**src/rtl/scu_pkg.sv**
```systemverilog
package scu_pkg;
    typedef enum logic [1:0] {
        ST_I = 2'd0,
        ST_S = 2'd1,
        ST_E = 2'd2,
        ST_M = 2'd3
    } mesi_e;

    typedef enum logic [1:0] {
        OP_READ  = 2'd0,
        OP_RFO   = 2'd1,
        OP_WB    = 2'd2,
        OP_EVICT = 2'd3
    } op_e;

    typedef struct packed {
        mesi_e grant;
        logic  need_l2;
        logic  l2_wr;
        logic  probe;
        logic  inval;
        logic  xfer;
    } decision_t;

    function automatic logic holds(mesi_e s);
        return s != ST_I;
    endfunction
endpackage

```
**src/rtl/scu_rr_arb.sv**
```systemverilog
module scu_rr_arb (
    input  logic       clk,
    input  logic       rst,
    input  logic [1:0] req,
    input  logic       adv,
    output logic [1:0] gnt,
    output logic       sel
);
    logic last_q;

    always_comb begin
        if (req == 2'b11) gnt = last_q ? 2'b01 : 2'b10;
        else              gnt = req;
        sel = gnt[1];
    end

    always_ff @(posedge clk) begin
        if (rst)      last_q <= 1'b1;
        else if (adv) last_q <= sel;
    end
endmodule

```
**src/rtl/scu_dup_tags.sv**
```systemverilog
module scu_dup_tags
    import scu_pkg::*;
#(
    parameter int SETS  = 4,
    parameter int WAYS  = 4,
    parameter int TAG_W = 6,
    localparam int IDX_W = $clog2(SETS),
    localparam int WAY_W = $clog2(WAYS)
) (
    input  logic             clk,
    input  logic             rst,
    input  logic [IDX_W-1:0] lk_idx,
    input  logic [TAG_W-1:0] lk_tag,
    output logic             hit,
    output logic [WAY_W-1:0] hit_way,
    output mesi_e            hit_state,
    output logic [WAY_W-1:0] fill_way,
    input  logic             wr_en,
    input  logic [WAY_W-1:0] wr_way,
    input  mesi_e            wr_state,
    input  logic             fill_adv
);
    mesi_e            st_q  [SETS][WAYS];
    logic [TAG_W-1:0] tag_q [SETS][WAYS];
    logic [WAY_W-1:0] ptr_q [SETS];
    logic             free_found;

    always_comb begin
        hit        = 1'b0;
        hit_way    = '0;
        hit_state  = ST_I;
        free_found = 1'b0;
        fill_way   = ptr_q[lk_idx];
        for (int w = 0; w < WAYS; w++) begin
            if (!hit && holds(st_q[lk_idx][w]) && tag_q[lk_idx][w] == lk_tag) begin
                hit       = 1'b1;
                hit_way   = WAY_W'(w);
                hit_state = st_q[lk_idx][w];
            end
            if (!free_found && !holds(st_q[lk_idx][w])) begin
                free_found = 1'b1;
                fill_way   = WAY_W'(w);
            end
        end
    end

    always_ff @(posedge clk) begin
        if (rst) begin
            for (int s = 0; s < SETS; s++) begin
                ptr_q[s] <= '0;
                for (int w = 0; w < WAYS; w++) begin
                    st_q[s][w]  <= ST_I;
                    tag_q[s][w] <= '0;
                end
            end
        end else begin
            if (wr_en) begin
                st_q[lk_idx][wr_way]  <= wr_state;
                tag_q[lk_idx][wr_way] <= lk_tag;
            end
            if (fill_adv && !free_found)
                ptr_q[lk_idx] <= ptr_q[lk_idx] + 1'b1;
        end
    end
endmodule

```
**src/rtl/scu_dual.sv**
```systemverilog
module scu_dual
    import scu_pkg::*;
#(
    parameter int ADDR_W = 8,
    parameter int SETS   = 4,
    parameter int WAYS   = 4,
    localparam int IDX_W = $clog2(SETS),
    localparam int WAY_W = $clog2(WAYS),
    localparam int TAG_W = ADDR_W - IDX_W
) (
    input  logic                clk,
    input  logic                rst,
    input  logic [1:0]          req_valid,
    input  logic [3:0]          req_op,
    input  logic [2*ADDR_W-1:0] req_addr,
    output logic [1:0]          req_ready,
    output logic                l2_valid,
    output logic                l2_write,
    output logic [ADDR_W-1:0]   l2_addr,
    input  logic                l2_ready,
    output logic                rsp_valid,
    output logic                rsp_core,
    output logic [1:0]          rsp_state,
    output logic [WAY_W-1:0]    rsp_way,
    output logic                probe_valid,
    output logic                probe_core,
    output logic                probe_inval,
    output logic                xfer
);
    logic [1:0]        gnt;
    logic              sel, oth, accept, any_req;
    op_e               op;
    logic [ADDR_W-1:0] addr;
    decision_t         dec;

    logic              hit      [2];
    logic [WAY_W-1:0]  hit_way  [2];
    mesi_e             hit_st   [2];
    logic [WAY_W-1:0]  fill_way [2];
    logic              wr_en    [2];
    logic [WAY_W-1:0]  wr_way   [2];
    mesi_e             wr_st    [2];
    logic              fill_adv [2];
    logic [WAY_W-1:0]  own_way;

    assign any_req = |req_valid;
    assign oth     = ~sel;
    assign op      = op_e'(req_op[2*sel +: 2]);
    assign addr    = req_addr[ADDR_W*sel +: ADDR_W];

    scu_rr_arb u_arb (
        .clk (clk),
        .rst (rst),
        .req (req_valid),
        .adv (accept),
        .gnt (gnt),
        .sel (sel)
    );

    for (genvar c = 0; c < 2; c++) begin : g_core
        scu_dup_tags #(.SETS(SETS), .WAYS(WAYS), .TAG_W(TAG_W)) u_tags (
            .clk       (clk),
            .rst       (rst),
            .lk_idx    (addr[IDX_W-1:0]),
            .lk_tag    (addr[ADDR_W-1:IDX_W]),
            .hit       (hit[c]),
            .hit_way   (hit_way[c]),
            .hit_state (hit_st[c]),
            .fill_way  (fill_way[c]),
            .wr_en     (wr_en[c]),
            .wr_way    (wr_way[c]),
            .wr_state  (wr_st[c]),
            .fill_adv  (fill_adv[c])
        );
    end

    // Coherence decision for the selected request
    always_comb begin
        dec       = '0;
        dec.grant = ST_I;
        unique case (op)
            OP_READ: begin
                if (hit[sel]) begin
                    dec.grant = hit_st[sel];
                end else if (hit[oth]) begin
                    dec.probe = 1'b1;
                    dec.xfer  = 1'b1;
                    dec.inval = (hit_st[oth] == ST_M);
                    dec.grant = (hit_st[oth] == ST_M) ? ST_M : ST_S;
                end else begin
                    dec.grant   = ST_E;
                    dec.need_l2 = 1'b1;
                end
            end
            OP_RFO: begin
                dec.grant   = ST_M;
                dec.probe   = hit[oth];
                dec.inval   = hit[oth];
                dec.xfer    = hit[oth] && !hit[sel];
                dec.need_l2 = !hit[oth] && !hit[sel];
            end
            OP_WB: begin
                dec.need_l2 = 1'b1;
                dec.l2_wr   = 1'b1;
            end
            default: ;
        endcase
    end

    assign accept    = any_req && !rst && (!dec.need_l2 || l2_ready);
    assign req_ready = accept ? gnt : 2'b00;
    assign l2_valid  = any_req && !rst && dec.need_l2;
    assign l2_write  = dec.l2_wr;
    assign l2_addr   = addr;
    assign own_way   = hit[sel] ? hit_way[sel] : fill_way[sel];

    // Mirror updates: requester installs or clears, other core follows the probe
    always_comb begin
        for (int c = 0; c < 2; c++) begin
            if (c == int'(sel)) begin
                wr_en[c]    = accept && (hit[c] || holds(dec.grant));
                wr_way[c]   = own_way;
                wr_st[c]    = dec.grant;
                fill_adv[c] = accept && !hit[c] && holds(dec.grant);
            end else begin
                wr_en[c]    = accept && dec.probe;
                wr_way[c]   = hit_way[c];
                wr_st[c]    = dec.inval ? ST_I : ST_S;
                fill_adv[c] = 1'b0;
            end
        end
    end

    always_ff @(posedge clk) begin
        if (rst) begin
            rsp_valid   <= 1'b0;
            rsp_core    <= 1'b0;
            rsp_state   <= 2'd0;
            rsp_way     <= '0;
            probe_valid <= 1'b0;
            probe_core  <= 1'b0;
            probe_inval <= 1'b0;
            xfer        <= 1'b0;
        end else begin
            rsp_valid   <= accept;
            rsp_core    <= sel;
            rsp_state   <= dec.grant;
            rsp_way     <= own_way;
            probe_valid <= accept && dec.probe;
            probe_core  <= oth;
            probe_inval <= dec.inval;
            xfer        <= accept && dec.xfer;
        end
    end
endmodule

```
**config.mk**
```make
export PLATFORM = sky130hd
export DESIGN_NAME = scu_dual
export DESIGN_NICKNAME = d
export VERILOG_FILES = /design/src/rtl/scu_pkg.sv /design/src/rtl/scu_rr_arb.sv /design/src/rtl/scu_dup_tags.sv /design/src/rtl/scu_dual.sv
export SDC_FILE = /design/constraint.sdc
export NUM_CORES = 1
export LEC_CHECK = 0
export BUFFER_PORTS_ARGS = -buffer_cell sky130_fd_sc_hd__buf_2
export CAP_MARGIN = 20
export CELL_PAD_IN_SITES_DETAIL_PLACEMENT = 0
export CELL_PAD_IN_SITES_GLOBAL_PLACEMENT = 1
export CORE_ASPECT_RATIO = 1.25
export CORE_MARGIN = 4
export CORE_UTILIZATION = 57
export CTS_BUF_LIST = sky130_fd_sc_hd__clkbuf_8
export CTS_CLUSTER_DIAMETER = 60
export CTS_CLUSTER_SIZE = 12
export DETAILED_ROUTE_END_ITERATION = 10
export PLACE_DENSITY = 0.95
export SETUP_SLACK_MARGIN = 0.2
export SLEW_MARGIN = 20
export SYNTH_ARGS = -nofsm -noshare
export SYNTH_HDL_FRONTEND = slang
export SYNTH_SLANG_ARGS = --single-unit
```
**constraint.sdc**
```tcl
create_clock -name clk -period 9.9 [get_ports clk]
set_clock_uncertainty 0.2 [all_clocks]
set_input_delay 0.495 -clock clk [delete_from_list [all_inputs] [get_ports clk]]
set_output_delay 0.495 -clock clk [all_outputs]
set_load 0.05 [all_outputs]
```
[Yosys cells after proc, flatten, opt, wreduce, memory -nomap -nowiden]
Memories as Yosys holds them, arrays and structs flattened.
Index checks and enable logic that the tools add are counted.
Word-level totals
  bits in registers: 11
  logic and storage cells: 245
  memories kept: 6
  input port bits: 25
  bits in writable memories: 272
Memory list
  g_core[0].u_tags.tag_q: words 4, bits a word 24, read ports 1, clocked after memory_dff 0, write ports 4, line scu_dup_tags.sv:24  | logic [TAG_W-1:0] tag_q [SETS][WAYS];
  g_core[1].u_tags.tag_q: words 4, bits a word 24, read ports 1, clocked after memory_dff 0, write ports 4, line scu_dup_tags.sv:24
  g_core[0].u_tags.st_q: words 4, bits a word 8, read ports 1, clocked after memory_dff 0, write ports 4, line scu_dup_tags.sv:23  | mesi_e st_q [SETS][WAYS];
  g_core[1].u_tags.st_q: words 4, bits a word 8, read ports 1, clocked after memory_dff 0, write ports 4, line scu_dup_tags.sv:23
  g_core[0].u_tags.ptr_q: words 4, bits a word 2, read ports 1, clocked after memory_dff 0, write ports 4, line scu_dup_tags.sv:25  | logic [WAY_W-1:0] ptr_q [SETS];
  g_core[1].u_tags.ptr_q: words 4, bits a word 2, read ports 1, clocked after memory_dff 0, write ports 4, line scu_dup_tags.sv:25
Operators by class
  shifts and indexed selects: 2
  mux-type cells: 122
  $lt $le $gt $ge: 6
  add/sub/neg operators: 2
  reductions and logical operators: 81
  equality and inequality tests: 12
  bitwise operators: 5
Operator list (count)
  $mux 24: 6
  $mux 2: 53
  $eq 6x6->1: 8
  $mux 8: 6
  $reduce_or 24->1: 2
  $mux 1: 46
  $logic_and 1x1->1: 37
  $demux 6 s2: 2
  $logic_not 1->1: 24
  $reduce_bool 2->1: 9
  $reduce_or 8->1: 2
  $shiftx 16x5->8: 1
  $mux 6: 2
  $demux 2 s2: 2
  $eq 2x2->1 const B: 3
  $ge 3x3->1 const B: 2
  $lt 3x1->1 const B: 2
  $mux 3: 2
  $not 2->3: 2
  $pmux 3 s2: 1
  $reduce_or 2->1: 3
  $add 2x1->2 const B: 2
  $ge 2x2->1 const B: 2
  $not 1->2: 2
  7 further kinds: 9

[Depth between registers and ports, before layout]
An unclocked memory read counts as a cell.
  depth in word-level cells: 37
  gate-level depth with buffers: 18
  mapped depth without buffers: 12

[Modules after synthesis]
Synthesis repeated with hierarchy kept, for this count alone.
Unflattened totals
  cell total of the unflattened synthesis: 1046
  area, all modules: 14357.5 µm²
By module, submodules not included
  scu_dup_tags (g_core[1].u_tags): cells each 455, sequential area each 4083.9 µm², times used 1, area each 6787.8 µm²
  scu_dup_tags (g_core[0].u_tags): cells each 484, sequential area each 4083.9 µm², times used 1, area each 6656.4 µm²
  scu_dual: cells each 100, sequential area each 200.2 µm², times used 1, area each 852.1 µm²
  scu_rr_arb: cells each 7, sequential area each 20.0 µm², times used 1, area each 61.3 µm²

[Worst setup path after synthesis]
Ideal clock, no wire load.
  path kind: input -> register
  start point: in req_valid[1]
  end point: mem g_core[0].u_tags.st_q[0][4] (netlist name) (enable)
  required time: 9.366 ns
  stages: 15
  path buffers: 4
  path slack: 5.419 ns
  arrival: 3.947 ns
  cell sequence: a21boi_2 > buf_6 > mux2i_4 > mux4_2 > xnor2_1 > a2111oi_2 > and3_1 > buf_2 > or4_1 > buf_4 > nand2_1 > o211ai_2 > buf_6 > nand4b_2 > nand2b_1
RTL lines
  start: declaration: line scu_dual.sv:13  | input logic [1:0] req_valid,
  end: declaration: line scu_dup_tags.sv:23

[Final worst setup path]
  start point: reg u_arb.last_q
  end point: out req_ready[1]
Between the ends
  longest elaborated chain between the ends: 29
  elaborated cells between the ends (all ways): 74
  those cells by class: eq/ne (10); shift (2); mux (20); bitwise (3); reduce/logical (35); memory (4)
Ends and longest elaborated chain
  start: declaration: line scu_rr_arb.sv:9  | logic last_q;
  start signal: assignment: line scu_rr_arb.sv:19  | else if (adv) last_q <= sel;
  $mux 2 (*) (2 in series): line scu_rr_arb.sv:12  | if (req == 2'b11) gnt = last_q ? 2'b01 : 2'b10;
  $shiftx 16x5->8: line scu_dual.sv:49  | assign addr = req_addr[ADDR_W*sel +: ADDR_W];
  $mem_v2 4x24 / $mem_v2 4x8 (equally long branches)
  $eq 6x6->1 / $reduce_bool 2->1 (equally long branches): line scu_dup_tags.sv:35, scu_pkg.sv:26
  $logic_and 1x1->1: line scu_dup_tags.sv:35  | if (!hit && holds(st_q[lk_idx][w]) && tag_q[lk_idx][w] == lk_tag) begin
  $mux 1: line scu_dup_tags.sv:35
  $logic_not 1->1: line scu_dup_tags.sv:35
  $logic_and 1x1->1 (2 in series): line scu_dup_tags.sv:35
  [... 9 more ...]
  $mux 1, on equally long branches (3 in series): line scu_dual.sv:85, scu_dual.sv:100, scu_dual.sv:83
  $mux 1 / $logic_not 1->1 (equally long branches): line scu_dual.sv:85, scu_dual.sv:100
  $mux 1 / $logic_and 1x1->1 (equally long branches): line scu_dual.sv:83, scu_dual.sv:100
  $pmux 1 s3: line scu_dual.sv:81  | unique case (op)
  $logic_not 1->1: line scu_dual.sv:110  | assign accept = any_req && !rst && (!dec.need_l2 || l2_ready);
  $logic_or 1x1->1: line scu_dual.sv:110
  $logic_and 1x1->1: line scu_dual.sv:110
  $mux 2 (*): line scu_dual.sv:111  | assign req_ready = accept ? gnt : 2'b00;
  end: declaration: line scu_dual.sv:16  | output logic [1:0] req_ready,
Every way passes the cells marked *; elsewhere a longest branch is shown, timed or not. The select of a mux whose other input is x is not followed.

==> results.yml <==
clock_tree:
  clkTransAtPathRegs_ns: 0.08
  clk_latency_ns: 0.57
  cts_buffers: 27
  cts_tree: "built"
  cts_setup_buffers: 0
  cts_hold_buf: 0
  ctsResizeCount: 0
  cts.sinks: 283
  htree_num_levels: 1
  root_buffer: "clkbuf_8"
  cts_max_path_buffers: 3
timing:
  slew_headroom_pct: 23.4
  hold_ws_ns: 0.274
  setup_violations: 0
  period_share_pct: 62.9
  finalCriticalPeriod_ns: 6.23
  rsz0062_at_grt: "false"
  fmax_ghz: 0.161
  worstMarginPinSlew_ns: 1.14
  hold_viol: 0
  tns_ns: 0
  slew_viol_final: 0
critical_path:
  r2r_slack_ns: 3.87
  r2r_cells: 12
  reg2reg_to: "g_core[1].u_tags.tag_q[3][18]"
  start_kind: "register"
  critPathRequiredTime_ns: 9.21
  crit_fanout: 51
  crit_type: "register to output port"
  cp_data_arrival_time_ns: 5.53
  r2r_start: "u_arb.last_q"
  cp-startpoint: "u_arb.last_q"
  worstSetupEndpointType: "output port"
yosys:
  synthArstFlopShare_pct: 0
  synth_ff_type: "edfxtp_1"
  seq_area_frac_synth_pct: 50.9
  syn_avg_cell_area_um2: 11.5
  synth_edf_count: 272
  synth_area_um2: 16500
  netlist_instances: 1434
  ys_types: 92
  syn-num-nets: 1459
  synth-seq-cells: 283
  ys_warn_count: 0
route:
  route.detailed.wl_per_inst_um: 24.4
  drtIter0Drc: 1077
  drtPass1Iterations: 6
  dr_total_vias: 11759
  viasPerCell: 6.54
  drc: 0
  antenna_left: 0
  wl_mm: 43.9
placed_design:
  place_hpwl_mm: 28.9
  post_dp_cell_area_um2: 16800
  place_congestion: 0.981
  port_buffers: 46
status:
  outcome: "finished clean"
power:
  power.density_nw_per_um2: 148
  ir_drop_uv: 77.9
  power_leakage_nw: 6.80
floorplan:
  die_area_um2: 31700
  ios: 47
  num_rows: 69
  dieHeight_um: 198
  core_um2: 28500
  start_util_pct: 57.8
  fp.dieW_um: 160
final_layout:
  nets: 1460
  area_delta_synth_final_pct: 4.21
  drive_above_1_share_pct: 13.9
  num_antenna_cells: 0
  fin_area_um2: 17200
grt:
  grt-ovfl-total: 0
  grt_max_degree: 63
  grt_pass1_vias: 12005
  grt_antenna_before_repair: 0
  grt_pass1_wl_mm: 67.3
  grt_use_total_pct: 27.4
job:
  cap_violations: 0
worst_hold_path:
  min_path_cells: 4
  min_to: "probe_inval"
  min_path_type: "input port to register"
  hold_path.startpoint: "req_op[2]"
==> worst max path at each step <==
stage	endpoint	depth (start not counted)
3_3_place_gp	g_core[1].u_tags.tag_q[1][10]	13
4_1_cts	req_ready[1]	11
6_report	req_ready[1]	11
2_1_floorplan	g_core[0].u_tags.st_q[0][4]	15
3_5_place_dp	g_core[1].u_tags.tag_q[1][17]	13
5_1_grt	req_ready[1]	11
==> cell usage after synthesis, drive strengths merged (4+ instances only) <==
cell type  number  share of area [%]
inv            23               0.54
nor2          284                6.5
a21o            6               0.27
buf            61                3.0
clkbuf         31               0.71
nor4           15               0.81
a21boi          4               0.20
o311ai          5               0.31
nand2b         55                2.1
nand4b         10               0.77
o211ai         10               0.55
nand3          14               0.43
mux4           23                3.1
and3            6               0.23
nand2          95                2.2
or2             4               0.15
or3             9               0.34
a221oi         11               0.66
a21oi          43                1.3
a2111oi         4               0.40
xnor2          58                3.1
nor3           54                2.4
a211oi          5               0.26
edfxtp        272                 50
o21ai          21               0.64
nand4          17               0.99
o21bai          5               0.23
mux2i         220                 14
dfxtp          11                1.3
o211a           5               0.30
==> metal layers <==
metal	vias up	global-route usage [%]	wire (um)
met5	-	0	0
met4	0	13.1	2240
met3	153	3.54	3570
met2	565	49.0	22400
met1	5785	32.8	15700
li1	5256	-	-
==> critical path, stage by stage, from the launching register on <==
cell and delay (ns):
dfxtp_1 0.38, a21boi_4 0.53, mux2i_4 0.69, inv_4 0.46, mux4_2 0.60, mux2i_4 0.19
and2_2 0.21, nor3_2 0.09, or4_1 0.76, o31ai_1 0.68, nor2_1 0.12, buf_2 0.25
==> layout make-up <==
| cell class | instances | area, um^2 |
|---|---|---|
| Clock buffer | 27 | 372 |
| Clock inverter | 11 | 45.0 |
| Fill cell | 2267 | 11300 |
| Inverter | 24 | 92.6 |
| Multi-Input combinational cell | 1035 | 7460 |
| Sequential cell | 283 | 8390 |
| Tap cell | 355 | 444 |
| Timing Repair Buffer | 64 | 370 |
==> where the power goes <==
part           total, mW  leakage, nW  internal (mW)  switching (mW)
logic              0.540         3.65          0.175           0.365
registers           1.37         2.90           1.35          0.0213
clock network      0.629        0.248          0.249           0.380
total               2.54         6.80           1.78           0.766
==> sequential cells by signal (all words and copies together), names as in the netlist, 2 cells and up <==
name	cells
g_core.u_tags.tag_q	192
g_core.u_tags.st_q	64
g_core.u_tags.ptr_q	16
rsp_state	2
rsp_way	2
==> logic make-up after synthesis <==
family | after synthesis | share of synthesized area (%)
XOR/XNOR | 60 | 3.19
AND/OR/NAND/NOR | 573 | 17.4
multiplexers | 246 | 17.0
AO/OA/AOI/OAI | 156 | 7.23
buffers and inverters | 116 | 4.26
flip-flops | 283 | 50.9
==> layout by cell type (no fill, tap or decap), types with 29 or more instances in the layout <==
master	netlist	layout
a21oi_1	43	42
buf_2	23	44
edfxtp_1	272	272
mux2i_1	215	212
nand2_1	95	95
nand2b_1	55	55
nor2_1	282	282
nor3_1	29	29
xnor2_1	58	58
==> per-stage QoR <==
| step | power [mW] | util [%] | instances | worst slack [ns] |
|---|---|---|---|---|
| finish | 2.54 | 60.3 | 1799 | 3.67 |
| global route | 2.64 | 60.3 | 1799 | 3.39 |
| CTS | 2.54 | 60.3 | 1799 | 3.67 |
| detailed placement | 1.93 | 58.8 | 1761 | 3.68 |
| global placement | 1.92 | 58.8 | 1761 | 3.77 |
| floorplan | 1.79 | - | 1434 | 5.42 |
(Power assumes the default switching activity.)
